[config.mk]
export PLATFORM = sky130hd
export DESIGN_NAME = cap_learn
export DESIGN_NICKNAME = d
export VERILOG_FILES = /design/src/rtl/cap_learn.sv
export SDC_FILE = /design/constraint.sdc
export NUM_CORES = 1
export LEC_CHECK = 0
export BUFFER_PORTS_ARGS = -buffer_cell sky130_fd_sc_hd__buf_2
export CAP_MARGIN = 25
export CORE_MARGIN = 1
export CORE_UTILIZATION = 44
export CTS_BUF_LIST = sky130_fd_sc_hd__clkbuf_16
export CTS_CLUSTER_DIAMETER = 150
export DETAILED_ROUTE_END_ITERATION = 10
export GPL_TIMING_DRIVEN = 0
export PLACE_DENSITY = 0.64
export SLEW_MARGIN = 20
export SYNTH_ARGS = -nofsm -noshare
export SYNTH_HDL_FRONTEND = slang
export SYNTH_SLANG_ARGS = --single-unit
[constraint.sdc]
create_clock -name clk -period 11.1 [get_ports clk]
set_input_delay 3.33 -clock clk [delete_from_list [all_inputs] [get_ports clk]]
set_output_delay 3.33 -clock clk [all_outputs]
set_load 0.005 [all_outputs]
[src/rtl/cap_learn.sv]
module cap_learn #(
  parameter int W     = 16,
  parameter int CNT_W = 8,
  parameter int FNUM  = 241,
  parameter int FSH   = 8
) (
  input  logic             clk,
  input  logic             rst_n,
  input  logic [W-1:0]     prog_cap,
  input  logic [W-1:0]     meas_cap,
  input  logic [W-1:0]     avail_cap,
  input  logic             chg_ok,
  input  logic             dsg_go,
  input  logic             empty_hit,
  input  logic             temp_ok,
  input  logic             sdr_ok,
  output logic [W-1:0]     learned_cap,
  output logic             chg_flag,
  output logic             qual_flag,
  output logic [CNT_W-1:0] miss_cnt
);

  localparam int PW = W + FSH;
  localparam logic [CNT_W-1:0] CNT_MAX = {CNT_W{1'b1}};

  logic          empty_q;
  logic [PW-1:0] prod;
  logic [W-1:0]  floor_v;
  logic [W-1:0]  next_cap;
  logic          at_full, cond_ok, learn_go;

  assign prod     = PW'(learned_cap) * PW'(FNUM);
  assign floor_v  = prod[PW-1:FSH];
  assign next_cap = (meas_cap < floor_v) ? floor_v : meas_cap;
  assign at_full  = (avail_cap == learned_cap);
  assign cond_ok  = temp_ok & sdr_ok;
  assign learn_go = chg_ok & empty_q & qual_flag;

  always_ff @(posedge clk) begin
    if (!rst_n) begin
      learned_cap <= prog_cap;
      chg_flag    <= 1'b0;
      qual_flag   <= 1'b0;
      empty_q     <= 1'b0;
      miss_cnt    <= '0;
    end else if (chg_ok) begin
      chg_flag  <= 1'b1;
      qual_flag <= 1'b0;
      empty_q   <= 1'b0;
      if (learn_go) begin
        learned_cap <= next_cap;
        miss_cnt    <= '0;
      end else if (miss_cnt != CNT_MAX) begin
        miss_cnt <= miss_cnt + 1'b1;
      end
    end else if (dsg_go && at_full) begin
      chg_flag  <= 1'b0;
      qual_flag <= cond_ok;
      empty_q   <= 1'b0;
    end else begin
      if (!empty_q) qual_flag <= qual_flag & cond_ok;
      if (empty_hit) empty_q <= 1'b1;
    end
  end

  p_update_r2: assert property (@(posedge clk) disable iff (!rst_n)
    $past(rst_n) && $past(learn_go) && ($past(meas_cap) >= $past(floor_v))
      |-> learned_cap == $past(meas_cap));

  p_floor_r3: assert property (@(posedge clk) disable iff (!rst_n)
    $past(rst_n) |-> learned_cap >= $past(floor_v));

  p_full_clear_r4: assert property (@(posedge clk) disable iff (!rst_n)
    $past(rst_n) && $past(dsg_go && at_full && !chg_ok) |-> !chg_flag);

  p_vq_set_r5: assert property (@(posedge clk) disable iff (!rst_n)
    $past(rst_n) && $past(chg_ok) |-> chg_flag);

  p_dq_temp_r6: assert property (@(posedge clk) disable iff (!rst_n)
    $past(rst_n) && !$past(temp_ok) && !$past(empty_q) |-> !qual_flag);

  p_cnt_step_r7: assert property (@(posedge clk) disable iff (!rst_n)
    $past(rst_n) |-> (miss_cnt == '0) || (miss_cnt == $past(miss_cnt))
                     || (miss_cnt == $past(miss_cnt) + 1'b1));

  p_cnt_sat_r7: assert property (@(posedge clk) disable iff (!rst_n)
    $past(rst_n) && ($past(miss_cnt) == CNT_MAX) && !$past(learn_go)
      |-> miss_cnt == CNT_MAX);

  p_hold_r8: assert property (@(posedge clk) disable iff (!rst_n)
    $past(rst_n) && !$past(chg_ok) |-> $stable(learned_cap));

endmodule

==> flow_summary_export.csv <==
group,metric,value,unit
clock_network,htree_num_levels,1,
layout,n_antenna_cell,0,
synthesis,ys_seq_elements,27,
worst_setup_path,worst_setup_path_end_kind,"flop",
sta,setup_violations,0,
detailed_routing,postRouteWirelength,9.293,mm
clock_network,cts_root_buffer,"clkbuf_16",
detailed_routing,route.detailed.drc,0,
grt,grt_overflow,0,
clock_network,numCtsBuffers,3,
layout,fill_cells,799,
synthesis,avgSynthCellArea,9.549,um^2
worst_hold_path,hold_path_depth,2,
synthesis,synthArstFlopShare,0,%
clock_network,post_cts_buffers,0,
job,cap_violations,0,
sta,fin_crit,6.467,ns
layout,mostFrequentLayoutCell,"buf_2",
layout,mostFrequentLayoutCells,"buf_2 (81), ha_1 (63), inv_1 (41), fa_1 (38), nand2_1 (34)",
synthesis,synth_cell_types,50,
layout,drive_above_1_share,19.75,%
grt,grt_max_degree,25,
sta,rsz0062_at_grt,"no",
grt,antenna_found_initial,0,
floorplan,coreArea,8341,um^2
synthesis,synth_fp_nets,558,
synthesis,ys.flop_type,"edfxtp_1",
floorplan,rows,33,
clock_network,postCtsHoldBufs,0,
worst_setup_path,critPathMaxStageDelay,0.69,ns
clock_network,cts_buffer_depth,2,
worst_hold_path,hold_class,"reg -> reg",
worst_setup_path,crit_arrival,6.56,ns
place,port_buffers,80,
floorplan,die_area,9102,um^2
sta,drv_slew,0,
worst_setup_path,rr_worst_depth,19,
detailed_routing,drtPass1Iterations,4,
worst_setup_path,cp_cell_sequence,"inv_1 > fa_1 > inv_1 > fa_1 > fa_1 > ha_1 > ha_1 > a21oi_1 > o21ai_1 > nor4_1 > a2bb2oi_4 > a211o_1 > xor2_1 > ha_1 > nand4_1 > o31ai_1 > buf_2 > nand2_1 > a31oi_1",
sta,worst_pin_slew,0.9711,ns
worst_hold_path,min_from,"qual_flag$_SDFFE_PP0P_",
synthesis,synth_area,3839,um^2
grt,grt_pass1_vias,3122,
sta,relSlewSlack,35.11,%
sta,fin_setup_tns,0,ns
worst_setup_path,start_kind,"flop",
clock_network,cts_resized,0,
detailed_routing,wl_per_cell,15.72,um
synthesis,synthCells,402,
synthesis,seq_area_frac_synth,18.25,%
floorplan,initial_core_util,46.02,%
layout,final_cell_count_no_fill,591,
synthesis,synth_edf_count,16,
floorplan,die_x,95.41,um
clock_network,clkSinkCount,27,
synthesis,synth_warnings,0,
place,dp.cells,587,
grt,grt_use_total,21.74,%
worst_setup_path,crit_type,"reg -> reg",
detailed_routing,vias,3251,
floorplan,die_y,95.41,um
worst_setup_path,r2r-start,"learned_cap[6]$_DFFE_PP_",
clock_network,tritoncts,"done",
detailed_routing,via_per_inst,5.501,
detailed_routing,drtIter0Drc,125,
worst_setup_path,critical_path.slowest_cell,"o31ai_1",
clock_network,clock_latency,0.26,ns
detailed_routing,drtAntennaViolNets,0,
sta,fmax,154.6,MHz
sta,hold_violations,0,
floorplan,pin_count,81,
run_status,status,"completed",
sta,period_share,58.26,%
clock_network,cts.reportedPaths.clkPinSlew,0.07,ns
worst_setup_path,critPathLaunch,"learned_cap[6]$_DFFE_PP_",
place,hpwl,7.672,mm
grt,grt_pass1_wl,15.06,mm
sta,skew,0.002312,ns
layout,area_delta_synth_final,15.94,%
layout,final_net_count,643,
place,place_congestion,0.8053,
worst_setup_path,crit_fanout,10,
worst_setup_path,crit_required,11.20,ns
critical path: cells and delay by family, from the launching register on:
| family | cells | cell delay [ns] |
|---|---|---|
| AND/OR/NAND/NOR | 3 | 0.72 |
| flip-flops | 1 | 0.54 |
| AO/OA/AOI/OAI | 6 | 1.77 |
| adder cells (fa/ha/maj) | 6 | 2.47 |
| buffers and inverters | 3 | 0.62 |
| XOR/XNOR | 1 | 0.18 |
path summary, 6_finish.rpt:
check	slack (ns)	endpoint
worst min-delay path	0.51	qual_flag$_SDFFE_PP0P_
worst max register to register	4.63	learned_cap[8]$_DFFE_PP_
worst max-delay path	4.63	learned_cap[8]$_DFFE_PP_
worst min register to register	0.51	qual_flag$_SDFFE_PP0P_
cell families after synthesis:
group           count (synthesis)  synth area share (%)
xor+xnor                       33                 7.529
mux                             4                 1.076
simple gates                  114                 14.24
compound gates                 76                 13.82
fa+ha+maj                     101                 40.35
buf+inv                        47                 4.726
flops                          27                 18.25
synth_stat cells (all sizes together) (3+ instances only):
cell | n | area [um^2]
inv | 41 | 153.9
o21a | 3 | 22.52
edfxtp | 16 | 480.5
nand4 | 10 | 62.56
a21o | 4 | 30.03
xor2 | 8 | 70.07
or2 | 3 | 18.77
or3 | 4 | 25.02
nor2 | 31 | 123.9
fa | 38 | 760.7
a211oi | 3 | 22.52
mux2i | 3 | 30.03
o21ai | 13 | 65.06
a31oi | 13 | 81.33
nand2 | 34 | 127.6
xnor2 | 25 | 219.0
o31ai | 5 | 42.54
a2bb2oi | 4 | 52.56
nor3 | 3 | 20.02
dfxtp | 11 | 220.2
and3 | 5 | 31.28
ha | 63 | 788.3
clkbuf | 3 | 11.26
nand2b | 7 | 43.79
nand3 | 12 | 60.06
a21oi | 15 | 75.07
state kept, by name, indices dropped and copies added (netlist names):
| signal | count |
|---|---|
| empty_q | 1 |
| learned_cap | 16 |
| chg_flag | 1 |
| miss_cnt | 8 |
| qual_flag | 1 |
per-layer routing:
metal | global-route usage (%) | vias up | part of all wire (%)
met5 | 0 | - | 0
met1 | 30.22 | 1530 | 46
met2 | 36.31 | 110 | 47
li1 | - | 1595 | -
met4 | 6.219 | 0 | 2.1
met3 | 1.595 | 16 | 4.8
stage by stage:
stage	setup WS, ns	util [%]	hold WS, ns	area (um^2)
2_1_floorplan	5.397	-	0.4753	3839
3_3_place_gp	4.697	52.40	0.4715	4370
3_5_place_dp	4.647	52.40	0.4883	4370
4_1_cts	4.615	53.36	0.5052	4451
5_1_grt	4.088	53.36	0.5553	4451
6_report	4.633	53.36	0.5106	4451
layout make-up:
class | count | area, um^2 | area share, %
buffer | 5 | 23.77 | 0.5342
clock buffer | 3 | 75.07 | 1.687
timing repair buffer | 80 | 400.4 | 8.996
multi-input combinational | 328 | 2957 | 66.43
clock inverter | 1 | 5.005 | 0.1125
sequential | 27 | 700.7 | 15.74
inverter | 42 | 157.7 | 3.542
tap | 105 | 131.4 | 2.952
Power is left out: the tool's default activity adds up to more than one toggle a clock period on the data nets, which glitch-free logic cannot reach.
